<file path="config.mk">
export PLATFORM = sky130hd
export DESIGN_NAME = tmr_unit
export DESIGN_NICKNAME = d
export VERILOG_FILES = /design/src/rtl/tmr_pkg.sv /design/src/rtl/tmr_divider.sv /design/src/rtl/tmr_tap_sel.sv /design/src/rtl/tmr_counter.sv /design/src/rtl/tmr_unit.sv
export SDC_FILE = /design/constraint.sdc
export NUM_CORES = 1
export LEC_CHECK = 0
export ABC_AREA = 0
export BUFFER_PORTS_ARGS = -buffer_cell sky130_fd_sc_hd__clkbuf_2
export CORE_ASPECT_RATIO = 1.25
export CORE_UTILIZATION = 35
export DETAILED_ROUTE_END_ITERATION = 8
export PLACE_DENSITY = 0.6
export SYNTH_ARGS = -nofsm -noshare
export SYNTH_HDL_FRONTEND = slang
export SYNTH_HIERARCHICAL = 1
export SYNTH_SLANG_ARGS = --single-unit
</file>
<file path="constraint.sdc">
create_clock -name clk -period 4.95 [get_ports clk]
set_input_delay 0.99 -clock clk [delete_from_list [all_inputs] [get_ports clk]]
set_output_delay 0.99 -clock clk [all_outputs]
set_load 0.01 [all_outputs]
</file>
<file path="src/rtl/tmr_pkg.sv">
package tmr_pkg;

   typedef enum logic [1:0] {
      TS_RUN     = 2'd0,
      TS_LOADING = 2'd1,
      TS_LOADED  = 2'd2
   } tstate_e;

   localparam logic [1:0] A_DIV = 2'd0;
   localparam logic [1:0] A_CNT = 2'd1;
   localparam logic [1:0] A_MOD = 2'd2;
   localparam logic [1:0] A_CTL = 2'd3;

   // Divider bit watched for select code sel: code 0 takes the slowest tap.
   function automatic int tap_pos(input int sel, input int nsel, input int lo);
      return lo + 2 * ((sel + nsel - 1) % nsel);
   endfunction

endpackage

</file>
<file path="src/rtl/tmr_divider.sv">
module tmr_divider #(
   parameter int DIV_W = 16
) (
   input  logic             clk,
   input  logic             rst_n,
   input  logic             step_en,
   input  logic             clr,
   output logic [DIV_W-1:0] div_q,
   output logic [DIV_W-1:0] div_nx
);

   generate
      if (DIV_W < 4) begin : g_bad_w
         $error("tmr_divider: DIV_W too small");
      end
   endgenerate

   always_comb begin
      if (step_en)  div_nx = div_q + 1'b1;
      else if (clr) div_nx = '0;
      else          div_nx = div_q;
   end

   always_ff @(posedge clk) begin
      if (!rst_n) div_q <= '0;
      else        div_q <= div_nx;
   end


   div_step_chk: assert property (@(posedge clk) disable iff (!rst_n)
      step_en |=> div_q == $past(div_q) + 1'b1);


   div_clear_chk: assert property (@(posedge clk) disable iff (!rst_n)
      (clr && !step_en) |=> div_q == '0);

endmodule

</file>
<file path="src/rtl/tmr_tap_sel.sv">
module tmr_tap_sel #(
   parameter int DIV_W  = 16,
   parameter int SEL_W  = 2,
   parameter int TAP_LO = 1,
   parameter int CTL_W  = SEL_W + 1,
   parameter int EN_BIT = SEL_W
) (
   input  logic [CTL_W-1:0] ctl,
   input  logic [DIV_W-1:0] div,
   output logic             sig
);

   localparam int NSEL    = 1 << SEL_W;
   localparam int TAP_MAX = TAP_LO + 2 * (NSEL - 1);

   logic [NSEL-1:0] tapv;
   logic            unused_bits;

   generate
      if (TAP_MAX >= DIV_W) begin : g_bad_tap
         $error("tmr_tap_sel: highest tap lies outside the divider");
      end
      if (EN_BIT < SEL_W || EN_BIT >= CTL_W) begin : g_bad_en
         $error("tmr_tap_sel: enable bit overlaps select field");
      end
      for (genvar g = 0; g < NSEL; g++) begin : g_tap
         localparam int TP = tmr_pkg::tap_pos(g, NSEL, TAP_LO);
         assign tapv[g] = div[TP];
      end
   endgenerate

   assign unused_bits = ^div;
   assign sig = ctl[EN_BIT] & tapv[ctl[SEL_W-1:0]];

endmodule

</file>
<file path="src/rtl/tmr_counter.sv">
module tmr_counter
   import tmr_pkg::*;
#(
   parameter int CNT_W = 8,
   parameter int CTL_W = 3
) (
   input  logic             clk,
   input  logic             rst_n,
   input  logic             step_en,
   input  logic             wr_ok,
   input  logic [1:0]       wr_addr,
   input  logic [CNT_W-1:0] wr_data,
   input  logic             tick,
   output logic [CNT_W-1:0] cnt_q,
   output logic [CNT_W-1:0] mod_q,
   output logic [CTL_W-1:0] ctl_q,
   output logic             irq_req,
   output logic             irq_dly
);

   generate
      if (CTL_W >= CNT_W) begin : g_bad_ctl
         $error("tmr_counter: control field wider than data path");
      end
   endgenerate

   tstate_e          st_q, st_n;
   logic [CNT_W-1:0] cnt_n, mod_n;
   logic [CTL_W-1:0] ctl_n;
   logic             nd_q, nd_n;
   logic             irq_q, irq_n, dly_q, dly_n;
   logic             glitch;

   assign glitch = wr_ok && (wr_addr == A_CTL);

   always_comb begin
      st_n  = st_q;
      cnt_n = cnt_q;
      mod_n = mod_q;
      ctl_n = ctl_q;
      nd_n  = nd_q;
      irq_n = irq_q;
      dly_n = dly_q;
      if (step_en) begin
         irq_n = 1'b0;
         dly_n = 1'b0;
         if (st_q == TS_LOADING) begin
            irq_n = 1'b1;
            dly_n = ~nd_q;
            st_n  = TS_LOADED;
         end else if (st_q == TS_LOADED) begin
            st_n = TS_RUN;
         end
      end else if (wr_ok) begin
         case (wr_addr)
            A_CNT: begin
               if (st_q == TS_LOADING) begin
                  cnt_n = wr_data;
                  st_n  = TS_RUN;
               end else if (st_q != TS_LOADED) begin
                  cnt_n = wr_data;
               end
            end
            A_MOD: begin
               mod_n = wr_data;
               if (st_q == TS_LOADED) cnt_n = wr_data;
            end
            A_CTL:   ctl_n = wr_data[CTL_W-1:0];
            default: ;
         endcase
      end
      if (tick) begin
         if (&cnt_q) begin
            cnt_n = mod_q;
            st_n  = TS_LOADING;
            nd_n  = glitch;
         end else begin
            cnt_n = cnt_q + 1'b1;
         end
      end
   end

   always_ff @(posedge clk) begin
      if (!rst_n) begin
         st_q  <= TS_RUN;
         cnt_q <= '0;
         mod_q <= '0;
         ctl_q <= '0;
         nd_q  <= 1'b0;
         irq_q <= 1'b0;
         dly_q <= 1'b0;
      end else begin
         st_q  <= st_n;
         cnt_q <= cnt_n;
         mod_q <= mod_n;
         ctl_q <= ctl_n;
         nd_q  <= nd_n;
         irq_q <= irq_n;
         dly_q <= dly_n;
      end
   end

   assign irq_req = irq_q;
   assign irq_dly = dly_q;


   ovf_reload_chk: assert property (@(posedge clk) disable iff (!rst_n)
      (step_en && tick && (&cnt_q) && st_q == TS_RUN)
         |=> (cnt_q == $past(mod_q) && !irq_req));


   irq_rise_chk: assert property (@(posedge clk) disable iff (!rst_n)
      (step_en && st_q == TS_LOADING) |=> (irq_req && st_q == TS_LOADED));


   irq_hold_chk: assert property (@(posedge clk) disable iff (!rst_n)
      !step_en |=> $stable(irq_req));


   dly_qual_chk: assert property (@(posedge clk) disable iff (!rst_n)
      irq_dly |-> irq_req);


   loaded_ignore_chk: assert property (@(posedge clk) disable iff (!rst_n)
      (wr_ok && !step_en && wr_addr == A_CNT && st_q == TS_LOADED && !tick)
         |=> $stable(cnt_q));

endmodule

</file>
<file path="src/rtl/tmr_unit.sv">
module tmr_unit
   import tmr_pkg::*;
#(
   parameter int DIV_W  = 16,
   parameter int CNT_W  = 8,
   parameter int SEL_W  = 2,
   parameter int TAP_LO = 1
) (
   input  logic             clk,
   input  logic             rst_n,
   input  logic             step_en,
   input  logic             wr_en,
   input  logic [1:0]       wr_addr,
   input  logic [CNT_W-1:0] wr_data,
   input  logic [1:0]       rd_addr,
   output logic [CNT_W-1:0] rd_data,
   output logic             irq_req,
   output logic             irq_dly
);

   localparam int CTL_W  = SEL_W + 1;
   localparam int EN_BIT = SEL_W;

   generate
      if (DIV_W < CNT_W) begin : g_bad_div
         $error("tmr_unit: divider narrower than data path");
      end
   endgenerate

   logic [DIV_W-1:0] div_q, div_nx;
   logic [CNT_W-1:0] cnt_q, mod_q;
   logic [CTL_W-1:0] ctl_q, ctl_nx;
   logic             wr_ok, sig_now, sig_nx, tick;

   assign wr_ok  = wr_en && !step_en;
   assign ctl_nx = (wr_ok && wr_addr == A_CTL) ? wr_data[CTL_W-1:0] : ctl_q;

   tmr_divider #(.DIV_W(DIV_W)) u_div (
      .clk     (clk),
      .rst_n   (rst_n),
      .step_en (step_en),
      .clr     (wr_ok && wr_addr == A_DIV),
      .div_q   (div_q),
      .div_nx  (div_nx)
   );

   tmr_tap_sel #(.DIV_W(DIV_W), .SEL_W(SEL_W), .TAP_LO(TAP_LO),
                 .CTL_W(CTL_W), .EN_BIT(EN_BIT)) u_sel_now (
      .ctl (ctl_q),
      .div (div_q),
      .sig (sig_now)
   );

   tmr_tap_sel #(.DIV_W(DIV_W), .SEL_W(SEL_W), .TAP_LO(TAP_LO),
                 .CTL_W(CTL_W), .EN_BIT(EN_BIT)) u_sel_nx (
      .ctl (ctl_nx),
      .div (div_nx),
      .sig (sig_nx)
   );

   assign tick = sig_now & ~sig_nx;

   tmr_counter #(.CNT_W(CNT_W), .CTL_W(CTL_W)) u_cnt (
      .clk     (clk),
      .rst_n   (rst_n),
      .step_en (step_en),
      .wr_ok   (wr_ok),
      .wr_addr (wr_addr),
      .wr_data (wr_data),
      .tick    (tick),
      .cnt_q   (cnt_q),
      .mod_q   (mod_q),
      .ctl_q   (ctl_q),
      .irq_req (irq_req),
      .irq_dly (irq_dly)
   );

   always_comb begin
      case (rd_addr)
         A_DIV:   rd_data = div_q[DIV_W-1 -: CNT_W];
         A_CNT:   rd_data = cnt_q;
         A_MOD:   rd_data = mod_q;
         default: rd_data = {{(CNT_W-CTL_W){1'b0}}, ctl_q};
      endcase
   end

   // input rule: writes are placed between steps
   no_clash_chk: assert property (@(posedge clk) disable iff (!rst_n)
      !(wr_en && step_en));


   rst_quiet_chk: assert property (@(posedge clk)
      !rst_n |=> (!irq_req && !irq_dly && cnt_q == '0));

endmodule

</file>
==> results of run 1 <==
critical path, cell delays in order:
cell,delay [ns]
clkbuf_2,0.32
nor2b_1,0.41
nor3b_1,0.37
nand2b_1,0.28
nand3_1,0.15
o21ai_0,0.10
mux4_2,0.48
and2_1,0.17
nor2b_1,0.11
buf_4,0.18
nor3_1,0.08
or3b_1,0.37
a21oi_1,0.13
worst max path at each step:
| stage | to | startpoint | slack [ns] | cells past startpoint |
|---|---|---|---|---|
| 2_1_floorplan | u_cnt/cnt_q[6]$_SDFFE_PN0P_ | wr_en | 1.52 | 13 |
| 3_3_place_gp | u_cnt/cnt_q[6]$_SDFFE_PN0P_ | step_en | 0.93 | 13 |
| 3_5_place_dp | u_cnt/cnt_q[6]$_SDFFE_PN0P_ | step_en | 0.81 | 13 |
| 4_1_cts | u_cnt/cnt_q[6]$_SDFFE_PN0P_ | step_en | 1.09 | 13 |
| 5_1_grt | u_cnt/nd_q$_SDFFE_PN0P_ | step_en | 0.80 | 14 |
| 6_report | u_cnt/cnt_q[6]$_SDFFE_PN0P_ | step_en | 1.01 | 13 |
power by group through the flow:
stage / Sequential (mW) / Clock [mW] / Combinational [mW]
global placement: 0.336 / 0 / 0.0492
floorplan: 0.335 / 0 / 0.0329
global route: 0.329 / 0.256 / 0.0537
detailed placement: 0.336 / 0 / 0.0489
CTS: 0.329 / 0.245 / 0.0494
finish: 0.329 / 0.236 / 0.0492
registers in the layout, summed over array words and instances (netlist names):
signal         flops
u_cnt/cnt_q        8
u_cnt/irq_dly      1
u_div/div_q       16
u_cnt/nd_q         1
u_cnt/st_q         2
u_cnt/irq_req      1
u_cnt/mod_q        8
u_cnt/ctl_q        3
cell type report:
cell class	count	share of cell area
clock buffers	7	0.0358
well taps	87	0.0404
flip-flops and latches	40	0.297
multi-input cells	210	0.569
repair buffers	26	0.0492
inverters	6	0.00836
metrics by stage:
step           hold WS [ns]  cell area, sq um  instances  utilization
5_1_grt               0.520              2690        376        0.408
3_5_place_dp          0.483              2600        369        0.393
4_1_cts               0.501              2690        376        0.408
3_3_place_gp          0.487              2600        369        0.393
2_1_floorplan         0.457              2420        269            -
6_report              0.494              2690        376        0.408
cell usage in the layout (no fill, tap or decap), types with 4 or more instances in the layout:
cell        n
nor3_1      4
o21ai_0    11
a21oi_1    10
o2bb2ai_1   5
dfxtp_1    40
mux4_2      5
clkbuf_8    7
a31oi_1     4
nand3_1    15
inv_1       5
nand2_1    19
nor2_1     23
nand2b_1    6
and2_1     17
mux2i_1    26
clkbuf_2   25
metal layers:
| layer | routed length, um | vias up | track usage |
|---|---|---|---|
| li1 | - | 1034 | - |
| met1 | 2710 | 1004 | 0.214 |
| met2 | 2950 | 55 | 0.306 |
| met3 | 249 | 9 | 0.0278 |
| met4 | 107 | 0 | 0.0609 |
| met5 | 0 | - | 0 |
==> run metrics, run 1 <==
outcome=finished clean; Final nets=307; Slew @ Worst Pin=0.954 ns; Root Driver=clkbuf_8; Hold WC Path Type=reg -> reg; GRT Residual Overflow=0; setup TNS=0 ns; IO Pins=26; peak supply drop=roughly 0.00012 V; TritonCTS clock tree=done; RSZ-0062 raised after global routing=no; sequential share of power=0.536; pin count of the biggest net entering global routing=30; Placeable Area=0.00661 sq mm; worst r2r dst=u_cnt/cnt_q[6]$_SDFFE_PN0P_; CP endpoint kind=register; via/cell ratio=5.59; Synth Area per Inst=9.01 sq um; Net Sw Frac=0.238; vias=2102; final wirelength=between 6000 and 7000 um; WHS Endpoint=u_cnt/irq_req$_SDFFE_PN0P_; highest clock rate=254 MHz; clock power share=0.384; hpwl dp=roughly 4400 um; pwr dens=around 230 mW/mm^2; routability cong.=0.834; Syn Nets=287; first-pass GRT wire length=9850 um; layout cells sized above 1=0.190; Synth Instances=between 200 and 300; die height=95.0 um; number of clock sinks=40; FP Rows=33; register area=801 sq um; Hold Crit Depth=2; final worst slack=about 1.0 ns; fin crit period=between 3 and 4 ns; Die X=approximately 76 um; final setup fails=0; internal power=between 0.4 and 0.5 mW; initial core utilization=0.367; initial antenna violation count=0; period utilisation layout=0.796; flop2flop setup slack=2.17 ns; maxcap violations=0; Setup Slack @ Placement=0.809 ns; post-CTS sizing=0; CTS H-tree depth=2; later-pin clock latency in the skew report=0.29 ns; DR DRC count=0; type of origin of the critical path=primary input; Max-slew headroom=0.361; vias in the first global route=about 2000; die area=about 0.0073 sq mm; worst-path fanout max=29; Layout area overhead=11.2%; Hold Crit Start=u_cnt/irq_req$_SDFFE_PN0P_; leakage=1.04 nW; YS warnings=6; cell area after synthesis=0.00242 sq mm; GRT Resource Usage Total=0.173; R2R depth=10; PortBufs=25; Max Root-Sink Buffers=2; clock-pin transition on the worst setup and hold timing paths=0.07 ns; footprint of the multi-input gates=~0.0015 sq mm; drt first-iter violations=105; Hold Fails Final Rpt=0; Final Max Tran Viols=0; post-CTS setup buffers=0; # hold bufs at CTS=0; kind of critical path=in -> reg; Gate power share=0.080; post-route ant nets=0; FILL cells=683; critical path required time=5.16 ns; Power Total=0.614 mW; Clock Skews=0.00510 ns; CTS buffer count=5; Pre-Repair DR Iteration Count=4; diode count=0; post-DR wirelength/cell=16.0 um; Reg-to-Reg Start=u_div/div_q[2]$_SDFF_PN0_; Psw=0.146 mW; Critical Path AT=4.15 ns
(Power assumes the default switching activity.)
==> run 2: changes to the inputs <==
- ABC_AREA: 0 -> 1
- PLACE_DENSITY: 0.6 -> 0.62
- clock period: 4.95 -> 3.3 ns (I/O delays scaled with it)
==> run metrics, run 2 <==
outcome=finished clean; PortBufs=25 (unchanged); peak supply drop=0.000195 V (+69%); Largest register FFs=16 (unchanged); Critical Path AT=3.07 ns (-1.08 ns); Max-slew headroom=0.669 (+0.308); WHS Endpoint=u_cnt/mod_q[2]$_SDFFE_PN0P_; Slew @ Worst Pin=0.496 ns (-0.458 ns); Top reg by flops=u_div/div_q; Die X=80.5 um (+5.4%); most frequent cells in the layout=116 x nand2_1, 63 x inv_1, 53 x nand3_1; number of clock sinks=40 (unchanged); first-pass GRT wire length=12100 um (+23%); period utilisation layout=0.857; Max Root-Sink Buffers=2 (unchanged); routability cong.=0.843 (+1.1%); worst-path fanout max=16 (-45%); fin crit period=2.83 ns; # hold bufs at CTS=0 (unchanged); DR DRC count=0 (unchanged); vias=2739 (+30%); Reg-to-Reg Start=u_div/div_q[5]$_SDFF_PN0_; post-route ant nets=0 (unchanged); Clock Skews=0.0118 ns (+0.00672 ns); Hold Crit Start=u_cnt/mod_q[2]$_SDFFE_PN0P_; final wirelength=7100 um (+18%); FILL cells=803 (+18%); CP endpoint kind=register; Synth Area per Inst=6.22 sq um (-31%); initial antenna violation count=0 (unchanged); later-pin clock latency in the skew report=0.30 ns (about the same); CTS H-tree depth=2 (unchanged); highest clock rate=353 MHz; Layout area overhead=11.0%; Layout Cells excl Fill=555 (+48%); largest registers=u_div/div_q: 16 flops, u_cnt/cnt_q: 8 flops, u_cnt/mod_q: 8 flops; Placed Cells incl. Taps=547 (+48%); YS warnings=6 (unchanged); flop2flop setup slack=0.87 ns (-1.30 ns); layout cells sized above 1=0.147 (-0.0434); Final nets=480 (+56%); most common cell after layout, fill and taps aside=nand2_1; type of origin of the critical path=primary input; hpwl dp=5430 um (+25%); worst r2r dst=u_cnt/cnt_q[7]$_SDFFE_PN0P_; drt first-iter violations=121 (+15%); die area=0.00807 sq mm (+11%); maxcap violations=0 (unchanged); FP Rows=35 (+6.1%); Power Total=0.939 mW (+53%); Syn Nets=452 (+57%); Placeable Area=0.00740 sq mm (+12%); footprint of the multi-input gates=0.00157 sq mm (+2.3%); TritonCTS clock tree=done; die height=100 um (+5.4%); clock-pin transition on the worst setup and hold timing paths=0.09 ns (+0.02 ns); RSZ-0062 raised after global routing=no; vias in the first global route=2660 (+34%); Hold Fails Final Rpt=0 (unchanged); CP startpoint=step_en; critical path required time=3.54 ns (-1.62 ns); leakage=1.29 nW (+25%); cell area after synthesis=0.00270 sq mm (+11%); Final Max Tran Viols=0 (unchanged); pin count of the biggest net entering global routing=22 (-27%); diode count=0 (unchanged); Root Driver=clkbuf_8; final setup fails=0 (unchanged); Pre-Repair DR Iteration Count=4 (unchanged); IO Pins=26 (unchanged); post-CTS sizing=0 (unchanged); final worst slack=0.471 ns (-0.538 ns); register area=801 sq um (unchanged); R2R depth=18 (+8); setup TNS=0 ns (unchanged); post-DR wirelength/cell=12.8 um (-20%); via/cell ratio=4.94 (-12%); CTS buffer count=5 (unchanged); GRT Resource Usage Total=0.194 (+0.0204); Hold WC Path Type=reg -> reg; GRT Residual Overflow=0 (unchanged); Setup Slack @ Placement=0.217 ns (-0.592 ns); kind of critical path=in -> reg; Hold Crit Depth=2 (unchanged); Synth Instances=434 (+61%); initial core utilization=0.365 (-0.00219); pwr dens=313 mW/mm^2 (+38%); post-CTS setup buffers=0 (unchanged)
-- run 2: cell types whose count changed in the layout (fill, tap and decap cells not counted), sizes merged, moves of 7 or more --
cell | before | now
a21oi | 11 | 24
inv | 5 | 70
nand3 | 15 | 56
and2 | 17 | 2
mux2i | 26 | 0
nand2 | 19 | 124
nor2 | 25 | 60
nand2b | 7 | 0
nand4 | 5 | 12
o21ai | 11 | 27
-- run 2: worst max-delay path by stage --
stage / endpoint / slack (ns) / cells after the start
2_1_floorplan: u_cnt/cnt_q[4]$_SDFFE_PN0P_ / 0.51 / 20
3_3_place_gp: u_cnt/cnt_q[3]$_SDFFE_PN0P_ / 0.30 / 20
3_5_place_dp: u_cnt/cnt_q[7]$_SDFFE_PN0P_ / 0.22 / 20
4_1_cts: u_cnt/cnt_q[7]$_SDFFE_PN0P_ / 0.51 / 20
5_1_grt: u_cnt/cnt_q[5]$_SDFFE_PN0P_ / 0.12 / 21
6_report: u_cnt/cnt_q[7]$_SDFFE_PN0P_ / 0.47 / 20
-- run 2: layer usage --
layer / GRT usage / part of all wire
met5: 0 / 0
met4: 0.122 / 0.048
met3: 0.0282 / 0.033
met2: 0.328 / 0.49
met1: 0.226 / 0.43
-- run 2: report_power, final --
| group | internal (mW) | switching (mW) |
|---|---|---|
| clock network | 0.170 | 0.185 |
| logic | 0.0276 | 0.0600 |
| registers | 0.489 | 0.00763 |
-- run 2: per-stage QoR --
stage | cell area, sq um | utilization | hold slack, ns
after detailed placement | 2900 | 0.392 | 0.456
after floorplan | 2700 | - | 0.437
after CTS | 3000 | 0.405 | 0.469
after global routing | 3000 | 0.405 | 0.508
after global placement | 2900 | 0.392 | 0.451
final | 3000 | 0.405 | 0.470
-- run 2: area by class of cell --
class,count,area share
Multi-Input combinational cell,317,0.523
Inverter,70,0.0902
Clock buffer,7,0.0288
Timing Repair Buffer,28,0.0493
Clock inverter,1,0.00251
Tap cell,92,0.0384
Sequential cell,40,0.267
-- run 2: worst max-delay path, stage by stage --
cell and delay [ns]:
clkbuf_2 0.11, nor2_4 0.19, nor3b_1 0.23, buf_4 0.15
nand2_2 0.15, inv_1 0.16, o21ai_0 0.08, o21ai_0 0.11
inv_1 0.07, inv_1 0.05, nand2_1 0.04, nand3_1 0.07
a21oi_1 0.06, nor2_1 0.19, inv_2 0.19, a21oi_2 0.26
nand3_1 0.11, nand2_1 0.07, nor2_1 0.05, nor2_1 0.07
==> run 3: changes to the inputs <==
- PLACE_DENSITY: 0.62 -> 0.53
==> run metrics, run 3 (synthesis results as in run 2) <==
Die X=80.5 um (unchanged); Hold Fails Final Rpt=0 (unchanged); clock power share=0.378 (about the same); worst r2r dst=u_cnt/cnt_q[5]$_SDFFE_PN0P_; CP endpoint kind=register; later-pin clock latency in the skew report=0.29 ns (about the same); FILL cells=813 (+1.2%); footprint of the multi-input gates=0.00157 sq mm (+0.32%); peak supply drop=0.000142 V (-27%); number of clock sinks=40 (unchanged); Placed Cells incl. Taps=547 (unchanged); WP depth=17 (-15%); Layout Cells excl Fill=555 (unchanged); Critical Path AT=2.95 ns (-0.12 ns); most common cell after layout, fill and taps aside=nand2_1; post-DR wirelength/cell=13.0 um (+1.5%); Gate power share=0.093 (about the same); Final Instance Area=0.00300 sq mm (+0.17%); Max-slew headroom=0.669 (about the same); CP startpoint=step_en; post-route ant nets=0 (unchanged); vias=2718 (-0.77%); pin count of the biggest net entering global routing=22 (unchanged); internal power=0.687 mW (about the same); DR DRC count=0 (unchanged); first-pass GRT wire length=12100 um (about the same); FP Rows=35 (unchanged); Max stage delay on crit path=0.26 ns (about the same); crit path capture=u_cnt/cnt_q[4]$_SDFFE_PN0P_; register area=801 sq um (unchanged); sequential share of power=0.529 (about the same); die area=0.00807 sq mm (unchanged); fin crit period=2.76 ns (-0.0710 ns); largest registers=u_div/div_q: 16 flops, u_cnt/cnt_q: 8 flops, u_cnt/mod_q: 8 flops; diode count=0 (unchanged); type of origin of the critical path=primary input; maxcap violations=0 (unchanged); Reg-to-Reg Start=u_div/div_q[5]$_SDFF_PN0_; Placeable Area=0.00740 sq mm (unchanged); final wirelength=7200 um (+1.5%); Final nets=480 (unchanged); die height=100 um (unchanged); Root Driver=clkbuf_8; clock-pin transition on the worst setup and hold timing paths=0.09 ns (about the same); PortBufs=25 (unchanged); Pre-Repair DR Iteration Count=5 (+1); initial core utilization=0.365 (unchanged); Hold WC Path Type=reg -> reg; Setup Slack @ Placement=0.136 ns (-0.0806 ns); final worst slack=0.542 ns (+0.0710 ns); hpwl dp=5510 um (+1.3%); TritonCTS clock tree=done; Final Max Tran Viols=0 (unchanged); flop2flop setup slack=0.92 ns (+0.05 ns); highest clock rate=363 MHz (+2.6%); worst-path fanout max=17 (+1); RSZ-0062 raised after global routing=no; CP delay by family, top=buffers and inverters; period utilisation layout=0.836 (-0.0215); CTS H-tree depth=2 (unchanged); via/cell ratio=4.90 (-0.77%); critical path required time=3.49 ns (-0.05 ns); layout cells sized above 1=0.149 (+0.00216); setup TNS=0 ns (unchanged); buffers and inverters on the worst path=7 (+1); Slew @ Worst Pin=0.496 ns (+0.000369 ns); routability cong.=0.855 (+1.4%); Psw=0.252 mW (-0.20%); worst path cell trace=clkbuf_2, buf_4, inv_2, nand2_2, inv_1, o21ai_0, o21ai_0, inv_1, inv_1, nand2_1, nand3_1, a21oi_1, nor2_1, inv_2, nand4_1, o21ai_0, nor2_1; pwr dens=313 mW/mm^2 (-0.16%); CTS buffer count=5 (unchanged); placed cell area=0.00290 sq mm (unchanged); outcome=finished clean; R2R depth=18 (unchanged); fin util=0.405 (+0.000676); Power Total=0.939 mW (about the same); GRT Resource Usage Total=0.194 (about the same); Top reg by flops=u_div/div_q; Clock Skews=0.00598 ns (-0.00584 ns); kind of critical path=in -> reg; Hold Worst Slack=0.478 ns (+0.00793 ns); most frequent cells in the layout=116 x nand2_1, 63 x inv_1, 53 x nand3_1; IO Pins=26 (unchanged); vias in the first global route=2599 (-2.3%); Layout area overhead=11.2%; initial antenna violation count=0 (unchanged); Max Root-Sink Buffers=2 (unchanged); leakage=1.29 nW (about the same); final setup fails=0 (unchanged); Slowest-stage cell, CP=inv_2; Net Sw Frac=0.268 (-0.000555); drt first-iter violations=135 (+12%); Largest register FFs=16 (unchanged); GRT Residual Overflow=0 (unchanged)
-- run 3: cell counts in the layout (fill, tap and decap cells not counted) --
Identical to the previous run, type by type.
-- run 3: layout make-up --
class | instances | area share
Timing Repair Buffer | 28 | 0.0492
Sequential cell | 40 | 0.267
Tap cell | 92 | 0.0384
Multi-Input combinational cell | 317 | 0.524
Inverter | 70 | 0.0901
Clock buffer | 7 | 0.0288
Clock inverter | 1 | 0.00250
-- run 3: how the worst min path moves through the flow --
stage / from / to / slack [ns] / cells past startpoint
after floorplan: u_cnt/mod_q[2]$_SDFFE_PN0P_ / u_cnt/mod_q[2]$_SDFFE_PN0P_ / 0.44 / 2
after global placement: u_cnt/irq_req$_SDFFE_PN0P_ / u_cnt/irq_req$_SDFFE_PN0P_ / 0.45 / 2
after detailed placement: u_cnt/irq_req$_SDFFE_PN0P_ / u_cnt/irq_req$_SDFFE_PN0P_ / 0.46 / 2
after CTS: u_cnt/irq_req$_SDFFE_PN0P_ / u_cnt/irq_req$_SDFFE_PN0P_ / 0.48 / 2
after global routing: u_cnt/mod_q[2]$_SDFFE_PN0P_ / u_cnt/mod_q[2]$_SDFFE_PN0P_ / 0.50 / 2
final: u_cnt/irq_req$_SDFFE_PN0P_ / u_cnt/irq_req$_SDFFE_PN0P_ / 0.48 / 2
-- run 3: worst reg2reg max path, delay by kind of cell, from the launching register on --
| kind | cells | cell delay [ns] |
|---|---|---|
| simple gates | 10 | 0.96 |
| compound gates | 3 | 0.44 |
| flops | 1 | 0.48 |
| buf+inv | 5 | 0.44 |
-- run 3: per-layer routing --
layer  up-vias  wire, um  track usage
li1       1435         -            -
met1      1226      3250        0.230
met2        49      3670        0.353
met3         8       196       0.0318
met4         0        87       0.0536
met5         -         0            0
-- run 3: power by group through the flow --
| stage | logic, mW | registers [mW] | clock network (mW) |
|---|---|---|---|
| after global routing | 0.0989 | 0.498 | 0.387 |
| after floorplan | 0.0594 | 0.505 | 0 |
| final | 0.0875 | 0.497 | 0.355 |
| after global placement | 0.0879 | 0.508 | 0 |
| after detailed placement | 0.0880 | 0.508 | 0 |
| after CTS | 0.0884 | 0.497 | 0.366 |
-- run 3: timing repair --
| item | 4_1_cts | 5_1_grt |
|---|---|---|
| buffers inserted | 0 | 0 |
| endpoints found under the setup margin | 0 | 3 |
| hold buffers | 0 | 0 |
| gates resized for setup | 0 | 1 |
